### src/rtl/tps_pkg.sv
// Shared definitions for the thermal power-state supervisor.
// Assumes an 8-bit register address space with two defined registers.
package tps_pkg;

    // Power-state codes; the values are visible on the pwr_state port.
    typedef enum logic [2:0] {
        PS_OFF      = 3'd0,
        PS_STARTING = 3'd1,
        PS_ACTIVE   = 3'd2,
        PS_TSD_WAIT = 3'd3,
        PS_SHUTDOWN = 3'd4
    } pwr_state_e;

    // Number of start-up request sources: 0 button, 1 hands-free, 2 charger.
    localparam int SRC_N = 3;

    // Register addresses.
    localparam logic [7:0] ADDR_STATUS = 8'h0C;
    localparam logic [7:0] ADDR_CTRL   = 8'h1C;

    // Bit positions.
    localparam int CTRL_AUTO_BIT = 1;
    localparam int STATUS_MSB    = 7;

endpackage

### src/rtl/tps_temp_monitor.sv
// Temperature comparator with hysteresis.
// Samples the signed die temperature every clock. 'hot' sets on a sample
// above TRIP_C and clears only on a sample below CLEAR_C. 'cool_ok' says
// the last sample was below CLEAR_C. Assumes CLEAR_C < TRIP_C, both fit TEMP_W.
module tps_temp_monitor #(
    parameter int TEMP_W  = 9,
    parameter int TRIP_C  = 160,
    parameter int CLEAR_C = 115
) (
    input  logic                     clk,
    input  logic                     rst_n,
    input  logic signed [TEMP_W-1:0] temp_c,
    output logic                     hot,
    output logic                     cool_ok
);

    localparam logic signed [TEMP_W-1:0] TRIP_T  = TEMP_W'(TRIP_C);
    localparam logic signed [TEMP_W-1:0] CLEAR_T = TEMP_W'(CLEAR_C);

    logic above_trip;
    logic below_clear;

    // Raw threshold compares on the live input.
    always_comb begin
        above_trip  = (temp_c > TRIP_T);
        below_clear = (temp_c < CLEAR_T);
    end

    // Hysteresis flag: set above trip, clear below release, else hold.
    always_ff @(posedge clk) begin
        if (!rst_n) begin
            hot <= 1'b0;
        end else if (above_trip) begin
            hot <= 1'b1;
        end else if (below_clear) begin
            hot <= 1'b0;
        end
    end

    // Start permission: conservatively low until the first cool sample.
    always_ff @(posedge clk) begin
        if (!rst_n) begin
            cool_ok <= 1'b0;
        end else begin
            cool_ok <= below_clear;
        end
    end

endmodule

### src/rtl/tps_power_fsm.sv
// Power-state machine.
// Detects rising edges on the request inputs, starts the unit from OFF when
// the die is cool, times the STARTING phase, and handles thermal trips
// according to the auto-restart bit. Emits a capture strobe for the status
// register and a one-cycle soft clear for the register file.
module tps_power_fsm
    import tps_pkg::*;
#(
    parameter int N_SRC     = SRC_N,
    parameter int START_CYC = 4
) (
    input  logic             clk,
    input  logic             rst_n,
    input  logic [N_SRC-1:0] req,
    input  logic             hot,
    input  logic             cool_ok,
    input  logic             auto_rst,
    output pwr_state_e       state,
    output logic             rail_en,
    output logic             capture,
    output logic [N_SRC-1:0] capture_src,
    output logic             soft_clear
);

    localparam int CNT_W = (START_CYC > 1) ? $clog2(START_CYC) : 1;
    localparam logic [CNT_W-1:0] CNT_LAST = CNT_W'(START_CYC - 1);

    logic [N_SRC-1:0] req_q;
    logic [N_SRC-1:0] req_rise;
    logic [CNT_W-1:0] cnt;
    pwr_state_e       state_nx;

    // Remember last request levels for edge detection.
    always_ff @(posedge clk) begin
        if (!rst_n) begin
            req_q <= '0;
        end else begin
            req_q <= req;
        end
    end

    // Rising edges and derived strobes.
    always_comb begin
        req_rise    = req & ~req_q;
        capture     = (state == PS_OFF) && (|req_rise) && cool_ok;
        capture_src = req_rise;
        soft_clear  = (state == PS_SHUTDOWN);
        rail_en     = (state == PS_STARTING) || (state == PS_ACTIVE);
    end

    // Next-state decision.
    always_comb begin
        state_nx = state;
        case (state)
            PS_OFF: begin
                if (capture) state_nx = PS_STARTING;
            end
            PS_STARTING: begin
                if (hot)                  state_nx = auto_rst ? PS_TSD_WAIT : PS_SHUTDOWN;
                else if (cnt == CNT_LAST) state_nx = PS_ACTIVE;
            end
            PS_ACTIVE: begin
                if (hot) state_nx = auto_rst ? PS_TSD_WAIT : PS_SHUTDOWN;
            end
            PS_TSD_WAIT: begin
                if (cool_ok) state_nx = PS_STARTING;
            end
            PS_SHUTDOWN: begin
                state_nx = PS_OFF;
            end
            default: state_nx = PS_OFF;
        endcase
    end

    // State register.
    always_ff @(posedge clk) begin
        if (!rst_n) begin
            state <= PS_OFF;
        end else begin
            state <= state_nx;
        end
    end

    // STARTING phase timer: zero on entry, counts while starting.
    always_ff @(posedge clk) begin
        if (!rst_n) begin
            cnt <= '0;
        end else if (state != PS_STARTING) begin
            cnt <= '0;
        end else if (cnt != CNT_LAST) begin
            cnt <= cnt + 1'b1;
        end
    end

endmodule

### src/rtl/tps_reg_file.sv
// Control and status registers with a byte-wide bus.
// Control holds the auto-restart bit; status is read-only and loaded from the
// start-up capture strobe. A soft clear returns both to reset values. Reads
// are combinational; undefined addresses read zero and ignore writes.
module tps_reg_file
    import tps_pkg::*;
#(
    parameter int N_SRC = SRC_N
) (
    input  logic             clk,
    input  logic             rst_n,
    input  logic             wr_en,
    input  logic [7:0]       addr,
    input  logic [7:0]       wdata,
    input  logic             capture,
    input  logic [N_SRC-1:0] capture_src,
    input  logic             soft_clear,
    output logic             auto_rst,
    output logic [N_SRC-1:0] status_bits,
    output logic [7:0]       rdata
);

    logic [7:0] ctrl_byte;
    logic [7:0] status_byte;

    // Control register: only the auto-restart bit is stored.
    always_ff @(posedge clk) begin
        if (!rst_n || soft_clear) begin
            auto_rst <= 1'b0;
        end else if (wr_en && (addr == ADDR_CTRL)) begin
            auto_rst <= wdata[CTRL_AUTO_BIT];
        end
    end

    // Status register: reloaded as a whole at each start from OFF.
    always_ff @(posedge clk) begin
        if (!rst_n || soft_clear) begin
            status_bits <= '0;
        end else if (capture) begin
            status_bits <= capture_src;
        end
    end

    // Assemble the control read byte.
    always_comb begin
        ctrl_byte                = '0;
        ctrl_byte[CTRL_AUTO_BIT] = auto_rst;
    end

    // Place source i at bit STATUS_MSB - i.
    generate
        for (genvar i = 0; i < 8; i++) begin : g_status_map
            if ((i <= STATUS_MSB) && (i > STATUS_MSB - N_SRC)) begin : g_src
                assign status_byte[i] = status_bits[STATUS_MSB - i];
            end else begin : g_zero
                assign status_byte[i] = 1'b0;
            end
        end
    endgenerate

    // Read multiplexer.
    always_comb begin
        case (addr)
            ADDR_CTRL:   rdata = ctrl_byte;
            ADDR_STATUS: rdata = status_byte;
            default:     rdata = 8'h00;
        endcase
    end

endmodule

### src/rtl/thermal_power_supervisor.sv
// Top level of the thermal power-state supervisor.
// Joins the temperature monitor, the power-state machine and the register
// file. Assumes synchronous inputs; request lines are debounced upstream.
module thermal_power_supervisor
    import tps_pkg::*;
#(
    parameter int TEMP_W    = 9,
    parameter int TRIP_C    = 160,
    parameter int CLEAR_C   = 115,
    parameter int START_CYC = 4
) (
    input  logic                     clk,
    input  logic                     rst_n,
    input  logic signed [TEMP_W-1:0] temp_c,
    input  logic                     req_button,
    input  logic                     req_handsfree,
    input  logic                     req_charger,
    input  logic                     bus_wr,
    input  logic [7:0]               bus_addr,
    input  logic [7:0]               bus_wdata,
    output logic [7:0]               bus_rdata,
    output logic                     rail_en,
    output logic [2:0]               pwr_state
);

    logic             hot;
    logic             cool_ok;
    logic             auto_rst;
    logic             capture;
    logic             soft_clear;
    logic [SRC_N-1:0] req_vec;
    logic [SRC_N-1:0] capture_src;
    logic [SRC_N-1:0] status_bits;
    pwr_state_e       state;

    // Gather request lines in source-index order.
    always_comb begin
        req_vec   = {req_charger, req_handsfree, req_button};
        pwr_state = state;
    end

    tps_temp_monitor #(
        .TEMP_W (TEMP_W),
        .TRIP_C (TRIP_C),
        .CLEAR_C(CLEAR_C)
    ) u_temp (
        .clk    (clk),
        .rst_n  (rst_n),
        .temp_c (temp_c),
        .hot    (hot),
        .cool_ok(cool_ok)
    );

    tps_power_fsm #(
        .N_SRC    (SRC_N),
        .START_CYC(START_CYC)
    ) u_fsm (
        .clk        (clk),
        .rst_n      (rst_n),
        .req        (req_vec),
        .hot        (hot),
        .cool_ok    (cool_ok),
        .auto_rst   (auto_rst),
        .state      (state),
        .rail_en    (rail_en),
        .capture    (capture),
        .capture_src(capture_src),
        .soft_clear (soft_clear)
    );

    tps_reg_file #(
        .N_SRC(SRC_N)
    ) u_regs (
        .clk        (clk),
        .rst_n      (rst_n),
        .wr_en      (bus_wr),
        .addr       (bus_addr),
        .wdata      (bus_wdata),
        .capture    (capture),
        .capture_src(capture_src),
        .soft_clear (soft_clear),
        .auto_rst   (auto_rst),
        .status_bits(status_bits),
        .rdata      (bus_rdata)
    );

endmodule

### config.mk
export PLATFORM = sky130hd
export DESIGN_NAME = thermal_power_supervisor
export DESIGN_NICKNAME = d
export VERILOG_FILES = /design/src/rtl/tps_pkg.sv /design/src/rtl/tps_temp_monitor.sv /design/src/rtl/tps_power_fsm.sv /design/src/rtl/tps_reg_file.sv /design/src/rtl/thermal_power_supervisor.sv
export SDC_FILE = /design/constraint.sdc
export NUM_CORES = 1
export LEC_CHECK = 0
export CAP_MARGIN = 15
export CORE_MARGIN = 2
export CORE_UTILIZATION = 38
export DETAILED_ROUTE_END_ITERATION = 10
export PLACE_DENSITY = 0.79
export RECOVER_POWER = 25
export SYNTH_ARGS = -nofsm -noshare
export SYNTH_HDL_FRONTEND = slang
export SYNTH_SLANG_ARGS = --single-unit
### constraint.sdc
create_clock -name clk -period 1.4 [get_ports clk]
set_input_delay 0.21 -clock clk [delete_from_list [all_inputs] [get_ports clk]]
set_output_delay 0.21 -clock clk [all_outputs]
set_load 0.02 [all_outputs]
Yosys cells after proc, flatten, opt, wreduce, memory -nomap -nowiden
Index checks and enable logic that the tools add are counted.
{"block": "totals", "word_cells": 47, "output_inout_bits": 12, "register_bits": 14, "inputBits": 31}
{"block": "op_classes", "n_lt_le_gt_ge": 2, "reduce_logical": 11, "eq_ne": 13, "muxes": 10, "n_bitwise": 3, "n_addsub": 1}
{"cell": "two-way mux 3 bit", "n": 6}
{"cell": "one-hot mux 8 bit (2 select lines)", "n": 1}
{"cell": "one-hot mux 3 bit (4 select lines)", "n": 1}
{"cell": "> comparator 9 bit, second input constant", "n": 1}
{"cell": "less-than comparator 9 x 8 -> 1 bit, second input constant", "n": 1}
{"cell": "equality test 8 x 4 -> 1 bit, second input constant", "n": 1}
{"cell": "equality test 8 x 5 -> 1 bit, second input constant", "n": 1}
{"cell": "!= test 2 bit, second input constant", "n": 4}
{"cell": "equality test 3 x 2 -> 1 bit, second input constant", "n": 2}
{"cell": "AND reduction 4 bit", "n": 1}
{"cell": "AND 3 bit", "n": 1}
{"cell": "equality test 3 x 1 -> 1 bit, second input constant", "n": 1}
{"cell": "equality test 3 bit, second input constant", "n": 1}
{"cell": "logical AND 1 bit", "n": 3}
{"cell": "logical NOT 3 bit", "n": 1}
{"cell": "!= test 3 x 1 -> 1 bit, second input constant", "n": 1}
{"cell": "!= test 3 bit, second input constant", "n": 1}
{"cell": "inverter 3 bit", "n": 1}
{"cell": "OR reduction 3 bit", "n": 1}
{"cell": "adder 2 x 1 -> 2 bit, second input constant", "n": 1}
{"cell": "equality test 2 bit, second input constant", "n": 1}
{"cell": "logical OR 1 bit", "n": 2}
{"cell": "two-way mux 1 bit", "n": 2}
{"cell": "nonzero test 2 bit", "n": 1}
{"cell": "3 further kinds", "n": 3}

Depth between registers and ports, before layout
Gate-level depths: netlist of the first run.
{"block": "depth", "depth_word": 7, "mapped_depth": 4, "ltp_nobuf": 4}

By module
A second synthesis of the first run with hierarchy kept.
{"block": "unflattened", "cells_unflattened": 89, "hier_area_um2": 802.0}
{"module": "tps_power_fsm", "seq_area_each_um2": 160.2, "n_inst": 1, "area_per_inst_um2": 444.2, "cells_per_inst": 48}
{"module": "tps_reg_file", "seq_area_each_um2": 80.1, "n_inst": 1, "area_per_inst_um2": 250.2, "cells_per_inst": 28}
{"module": "tps_temp_monitor", "seq_area_each_um2": 40.0, "n_inst": 1, "area_per_inst_um2": 107.6, "cells_per_inst": 13}

Least setup slack after synthesis of the first run
No wires, ideal clock.
{"block": "synth_path", "path_kind": "reg2reg", "startpoint": "reg u_fsm.state[0]", "endpoint": "reg u_fsm.state[2]", "path_slack_ns": 0.001, "setup_time_ns": 0.073, "t_arrival_ns": 1.326, "path_stages_with_launch": 4, "cell_sequence": "dfxtp_1 -> or2b_1 -> a21oi_2 -> nor3b_2"}
{"block": "synth_via", "elab_chain_len": 5, "word_cells_on_any_way": 12}
{"item": "start, declared", "line": "tps_power_fsm.sv:18", "text": "output pwr_state_e state,"}
{"item": "start signal, assigned", "line": "tps_power_fsm.sv:80", "text": "state <= state_nx;"}
{"item": "logical NOT 3 bit", "line": "tps_power_fsm.sv:45, tps_power_fsm.sv:54"}
{"item": "logical AND 1 bit (2 in a row)", "line": "tps_power_fsm.sv:45", "text": "capture = (state == PS_OFF) && (|req_rise) && cool_ok;"}
{"item": "!= test 2 bit (no source line)"}
{"item": "AND reduction 4 bit (no source line)"}
Parallel ways exist; a longest one is shown, timed or not.
A chain may end at the register's enable or synchronous reset.

Final worst setup path of the first run
{"block": "layout_path", "startpoint": "in bus_addr[6]", "endpoint": "out bus_rdata[7]"}
{"block": "layout_via", "elab_chain_len": 2, "word_cells_on_any_way": 3}
{"item": "start, declared", "line": "thermal_power_supervisor.sv:19", "text": "input logic [7:0] bus_addr,"}
{"item": "equality test 8 x 4 -> 1 bit / equality test 8 x 5 -> 1 bit (equally long branches)", "line": "tps_reg_file.sv:63", "text": "case (addr)"}
{"item": "one-hot mux 8 bit (2 select lines) (*)", "line": "tps_reg_file.sv:63"}
{"item": "end, declared", "line": "thermal_power_supervisor.sv:21", "text": "output logic [7:0] bus_rdata,"}
Mark *: on every way between the ends. The rest lies on a longest branch, timed or not.

==> results of run 1 <==
==> final cells by class <==
class,instances,area [um^2]
Fill cell,183,744
Multi-Input combinational cell,69,495
Timing Repair Buffer,37,358
Sequential cell,14,283
Clock buffer,4,36.3
Tap cell,27,33.8
Inverter,3,11.3
==> synth_stat cells (2+ instances only) <==
library cell  instances  area, um^2
nor3_1                3        15.0
dfxtp_1              14         280
nand2_1               3        11.3
nand4_1               5        31.3
a21oi_1               3        15.0
and2_1                7        43.8
buf_4                 4        30.0
nand2b_1              5        31.3
nor4_1                2        12.5
o21ai_0               2        10.0
nor2b_1               3        18.8
a211oi_1              2        15.0
inv_1                 3        11.3
mux2i_1               5        50.1
nor2_1                5        18.8
nand3_1               2        10.0
==> registers in the layout, summed over array words and instances, names as in the netlist <==
| register | cells |
|---|---|
| u_temp.cool_ok | 1 |
| u_regs.auto_rst | 1 |
| u_temp.hot | 1 |
| u_fsm.state | 3 |
| u_fsm.req_q | 3 |
| u_regs.status_bits | 3 |
| u_fsm.cnt | 2 |
==> routing by layer <==
layer | routed length (um) | track usage, %
met1 | 722 | 16.2
met2 | 888 | 30.6
met3 | 104 | 3.99
met4 | 23 | 8.33
met5 | 0 | 0
==> cells in the final DEF, fill, tap and decap left out, drive strengths merged, types with 2 or more instances in the layout <==
cell type      synthesis  routed
mux2i                  5       5
dlygate4sd2            0       4
buf                    4      15
nand3                  2       2
and2                   7       7
nand2b                 5       5
nand4                  5       5
nor4b                  2       2
clkdlybuf4s50          0      15
nor4                   2       2
dfxtp                 14      14
nor3                   3       3
nand2                  3       3
a211oi                 2       2
conb                   1       4
dlygate4sd3            0       2
nor2                   5       5
o21ai                  2       2
clkbuf                 1       4
inv                    3       3
nor2b                  3       3
a21oi                  4       4
==> worst max-delay path: stages <==
cell and delay (ns):
buf_6 0.10, nor4b_4 0.27, buf_4 0.15, and4b_1 0.23, and2_4 0.16, buf_6 0.11
==> power breakdown <==
part           total (mW)  switching, mW  internal, mW
combinational       0.197         0.0830         0.114
clock               0.283          0.125         0.158
sequential          0.431         0.0132         0.418
==> cells by family (layout without fill, tap and decap cells) <==
family | count (synthesis) | in the layout | synth area share [%]
other | 1 | 4 | 0.478
buffers and inverters | 8 | 44 | 5.74
xor gates and xnor gates | 1 | 1 | 1.12
DFF | 14 | 14 | 35.7
adders and majority gates | 1 | 1 | 1.59
and+or+nand+nor | 44 | 44 | 36.7
muxes | 5 | 5 | 6.38
AOI/OAI and AO/OA | 14 | 14 | 12.3
==> how the worst max path moves through the flow <==
stage / start / end / slack [ns]
CTS: bus_addr[6] / bus_rdata[5] / -0.02
finish: bus_addr[6] / bus_rdata[7] / -0.03
global placement: bus_addr[5] / bus_rdata[7] / -0.81
floorplan: u_fsm.state[0] / u_fsm.state[2] / 0.001
detailed placement: bus_addr[5] / bus_rdata[7] / -0.86
global route: bus_addr[6] / bus_rdata[5] / -0.11
==> metrics by stage <==
stage	instances	setup WS, ns	power, mW
after global routing	154	-0.107	0.964
after global placement	150	-0.813	0.635
after floorplan	91	0.00141	0.537
after CTS	154	-0.0207	0.923
after detailed placement	150	-0.855	0.640
final	154	-0.0326	0.911
==> what timing repair did <==
item | CTS | global route
gates resized for setup | 55 | 5
buffers inserted | 0 | 0
endpoints found under the hold margin | 0 | 0
pin swaps | 6 | 2
setup endpoints to repair | 8 | 7
==> flow_metrics.env, run 1 <==
export IMPL_drv_slew=0
export IMPL_clkTransAtPathRegs_ns=0.09
export IMPL_antenna_found_initial=0
export IMPL_gp_congestion=0.816
export IMPL_fin_crit_sh_pct=102
export IMPL_ir_drop_mv=0.432
export IMPL_cellPowerDensity_mw_per_mm2=748
export IMPL_crit_type="in -> out"
export IMPL_post_dp_cell_area_mm2=0.00116
export IMPL_syn_area_per_cell_um2=8.91
export IMPL_clock_latency_ns=0.27
export IMPL_finalHoldViolations=0
export IMPL_ctsLongestPathBuffers=2
export IMPL_worst_ep_required_time_ns=1.19
export IMPL_h_tree_depth=1
export IMPL_grt_usage_pct=16.2
export IMPL_ys_types=36
export IMPL_finClkSkew_ns=0.00808
export IMPL_holdWs_ns=0.376
export IMPL_grt_max_degree=12
export IMPL_vias=757
export IMPL_violations="setup timing"
export IMPL_leakagePower_nw=0.510
export IMPL_rows=16
export IMPL_finalSetupTns_ns=-0.0906
export IMPL_drive_gt1_share_pct=23.6
export IMPL_die_h_um=49.4
export IMPL_numCtsBuffers=3
export IMPL_timing_final_ws_setup_ns=-0.0326
export IMPL_max_cap_violations=0
export IMPL_fin_area_mm2=0.00122
export IMPL_grt_pass1_wl_mm=3.06
export IMPL_port_buffer_count=31
export IMPL_hold_start="bus_addr[6]"
export IMPL_outcome="finished with violations"
export IMPL_drt_initial_drc_count=2
export IMPL_yosysSeqAreaShare_pct=35.7
export IMPL_dp_hpwl_mm=1.46
export IMPL_routedWlPerCell_um=11.3
export IMPL_wl_mm=1.74
export IMPL_crit_fanout=3
export IMPL_timing_fmax_mhz=698
export IMPL_die_area_mm2=0.00244
export IMPL_overflow=0
export IMPL_cts_sinks=14
export IMPL_r2r_cells=4
export IMPL_die_width_um=49.4
export IMPL_detail_route_vias_per_cell=4.92
export IMPL_cts_root_buffer="clkbuf_4"
export IMPL_setup_violations=3
export IMPL_io_pins=43
export IMPL_synth_area_um2=785
export IMPL_cp_start_kind="input port"
export IMPL_drc=0
export IMPL_fin_util_pct=62.1
export IMPL_yosysWarnings=0
export IMPL_ys_seq_elements=14
export IMPL_fp_coreArea_mm2=0.00196
export IMPL_finalCriticalPeriod_ns=1.43
export IMPL_nets=160
export IMPL_cts_tree="yes"
export IMPL_ys_async_sr_fraction_pct=0
export IMPL_timing_rr_start="u_fsm.state[1]"
export IMPL_reg2reg_slack_ns=0.14
export IMPL_whs_endpoint="u_regs.auto_rst"
export IMPL_crit_arrival_ns=1.22
export IMPL_drt_pass1_iter_count=4
export IMPL_grt_pass1_vias=769
export IMPL_start_util_pct=40.0
export IMPL_ant_nets=0
export IMPL_syn_to_final_growth_pct=55.2
export IMPL_r2r_end="u_regs.status_bits[0]"
export IMPL_ys_flop_type="dfxtp_1"
export IMPL_rsz0062_at_grt="true"
export IMPL_cts_hold_buffers=0
export IMPL_hold_depth=5
export IMPL_hp_class="in -> reg"
export IMPL_synthCells=88
export IMPL_antenna_cells=0
export IMPL_end_kind="primary output"
export IMPL_synth_edf_count=0
Power figures use the tool's default switching activity.
==> run 2: changes to the inputs <==
Settings changed: CORE_UTILIZATION 38 to 34, CTS_CLUSTER_SIZE from default to 12, PLACE_DENSITY 0.79 to 0.75, TNS_END_PERCENT from default to 30.
Clock period 1.4 ns to 1.3 ns, I/O delays scaled along.
==> run 2 against run 1 <==
Net effect:
- the run still ends with setup timing left
- utilization shrank 5.1 points
- critical path type is now reg -> out
- critical path depth down 3
- clock skew is 0.0059 ns lower
- highest routed layer unchanged
- largest cell class unchanged
==> flow_metrics.env, run 2 (synthesis gave the netlist of run 1 again) <==
export IMPL_ant_nets=0
export IMPL_drt_pass1_iter_count=4
export IMPL_setup_violations=5
export IMPL_crit_type="reg -> out"
export IMPL_crit_fanout=4
export IMPL_crit_arrival_ns=1.20
export IMPL_start_util_pct=35.8
export IMPL_syn_to_final_growth_pct=59.2
export IMPL_ir_drop_mv=0.344
export IMPL_cp_start_kind="register"
export IMPL_rows=17
export IMPL_multi_input_area_um2=495
export IMPL_fin_crit_sh_pct=107
export IMPL_outcome="finished with violations"
export IMPL_gp_congestion=0.782
export IMPL_nets=168
export IMPL_die_area_mm2=0.00271
export IMPL_ctsLongestPathBuffers=2
export IMPL_routedWlPerCell_um=11.3
export IMPL_r2r_cells=4
export IMPL_whs_endpoint="u_regs.auto_rst"
export IMPL_die_width_um=52.0
export IMPL_drc=0
export IMPL_timing_final_ws_setup_ns=-0.0923
export IMPL_switching_share_pct=25.4
export IMPL_cts_tree="yes"
export IMPL_timing_fmax_mhz=718
export IMPL_numCtsBuffers=3
export IMPL_worst_ep_required_time_ns=1.11
export IMPL_wl_mm=1.84
export IMPL_io_pins=43
export IMPL_p_int_uw=750
export IMPL_top_regs="u_fsm.req_q x3, u_fsm.state x3, u_regs.status_bits x3"
export IMPL_antenna_cells=0
export IMPL_grt_usage_pct=15.1
export IMPL_combPwrFrac_pct=22.0
export IMPL_cts_sinks=14
export IMPL_grt_pass1_wl_mm=2.97
export IMPL_antenna_found_initial=0
export IMPL_fillCellCount=214
export IMPL_regArea_um2=283
export IMPL_finalHoldViolations=0
export IMPL_clockPowerShare_pct=31.9
export IMPL_clkTransAtPathRegs_ns=0.09
export IMPL_h_tree_depth=1
export IMPL_p_seq_share_pct=46.1
export IMPL_drive_gt1_share_pct=29.6
export IMPL_cts_root_buffer="clkbuf_4"
export IMPL_cellPowerDensity_mw_per_mm2=805
export IMPL_port_buffer_count=31
export IMPL_hp_class="in -> reg"
export IMPL_finClkSkew_ns=0.00220
export IMPL_violations="setup timing"
export IMPL_leakagePower_nw=0.538
export IMPL_dp_hpwl_mm=1.49
export IMPL_detail_route_vias_per_cell=4.95
export IMPL_overflow=0
export IMPL_drv_slew=0
export IMPL_clock_latency_ns=0.28
export IMPL_end_kind="primary output"
export IMPL_fin_area_mm2=0.00125
export IMPL_grt_max_degree=9
export IMPL_final_cell_mix="clkdlybuf4s50_1 (16), buf_4 (16), dfxtp_1 (12)"
export IMPL_post_dp_cell_area_mm2=0.00121
export IMPL_rsz0062_at_grt="true"
export IMPL_grt_pass1_vias=765
export IMPL_drt_initial_drc_count=17
export IMPL_r2r_end="u_regs.status_bits[1]"
export IMPL_finalCriticalPeriod_ns=1.39
export IMPL_hold_depth=6
export IMPL_vias=807
export IMPL_die_h_um=52.0
export IMPL_power_switching_uw=256
export IMPL_fp_coreArea_mm2=0.00219
export IMPL_hold_start="bus_addr[7]"
export IMPL_reg2reg_slack_ns=0
export IMPL_timing_rr_start="u_fsm.state[0]"
export IMPL_p_total_mw=1.01
export IMPL_max_cap_violations=0
-- run 2: changes by cell type in the layout (fill, tap and decap cells not counted), sizes merged --
cell and delta:
buf +7, clkbuf +4, dlygate4sd2 -2, clkdlybuf4s15 -1, clkdlybuf4s50 +1, dlygate4sd3 -1
-- run 2: power groups by stage --
| stage | Sequential, mW | Clock (mW) | Combinational, mW |
|---|---|---|---|
| after floorplan | 0.478 | 0 | 0.100 |
| after global placement | 0.473 | 0 | 0.219 |
| after detailed placement | 0.474 | 0 | 0.224 |
| after CTS | 0.464 | 0.328 | 0.222 |
| after global routing | 0.467 | 0.339 | 0.239 |
| final | 0.464 | 0.321 | 0.221 |
-- run 2: worst max path at each step --
stage / startpoint / to / slack [ns] / cells after the start
4_1_cts: u_fsm.state[0] / rail_en / -0.26 / 3
5_1_grt: bus_addr[7] / bus_rdata[6] / -0.15 / 6
6_report: u_fsm.state[0] / rail_en / -0.09 / 3
3_3_place_gp: bus_addr[5] / bus_rdata[7] / -0.87 / 6
3_5_place_dp: bus_addr[5] / bus_rdata[6] / -0.89 / 6
2_1_floorplan: u_fsm.state[2] / u_regs.auto_rst / 0.002 / 3
-- run 2: area by class of cell --
class | count | area share, %
Multi-Input combinational cell | 69 | 39.7
Sequential cell | 14 | 22.6
Timing Repair Buffer | 45 | 31.1
Inverter | 3 | 0.902
Tap cell | 28 | 2.81
Clock buffer | 4 | 2.91
-- run 2: repair_timing --
| item | in CTS | in global routing |
|---|---|---|
| setup endpoints to repair | 8 | 10 |
| hold buffers | 0 | 0 |
| gates resized for setup | 51 | 9 |
| buffers inserted | 0 | 1 |
| pin swaps | 6 | 1 |
-- run 2: metrics by stage --
| stage | std cells | TNS, ns | setup slack [ns] | util (%) | hold slack (ns) |
|---|---|---|---|---|---|
| 2_1_floorplan | 91 | 0 | 0.00189 | - | 0.317 |
| 3_3_place_gp | 158 | -3.68 | -0.875 | 55.1 | 0.476 |
| 3_5_place_dp | 158 | -3.67 | -0.886 | 55.1 | 0.481 |
| 4_1_cts | 162 | -0.524 | -0.256 | 57.4 | 0.342 |
| 5_1_grt | 163 | -0.852 | -0.153 | 57.0 | 0.509 |
| 6_report | 163 | -0.354 | -0.0923 | 57.0 | 0.466 |
-- run 2: worst max-delay path, cell delays in order (launching register included) --
cell and delay, ns:
dfxtp_2 0.35, or2b_1 0.26, a21oi_2 0.15, buf_4 0.16
-- run 2: metal layers --
metal	wire [um]	global-route usage, %	vias up
met5	0	0	-
li1	-	-	410
met4	14	9.21	0
met1	778	16.2	363
met2	921	27.4	32
met3	128	2.01	2
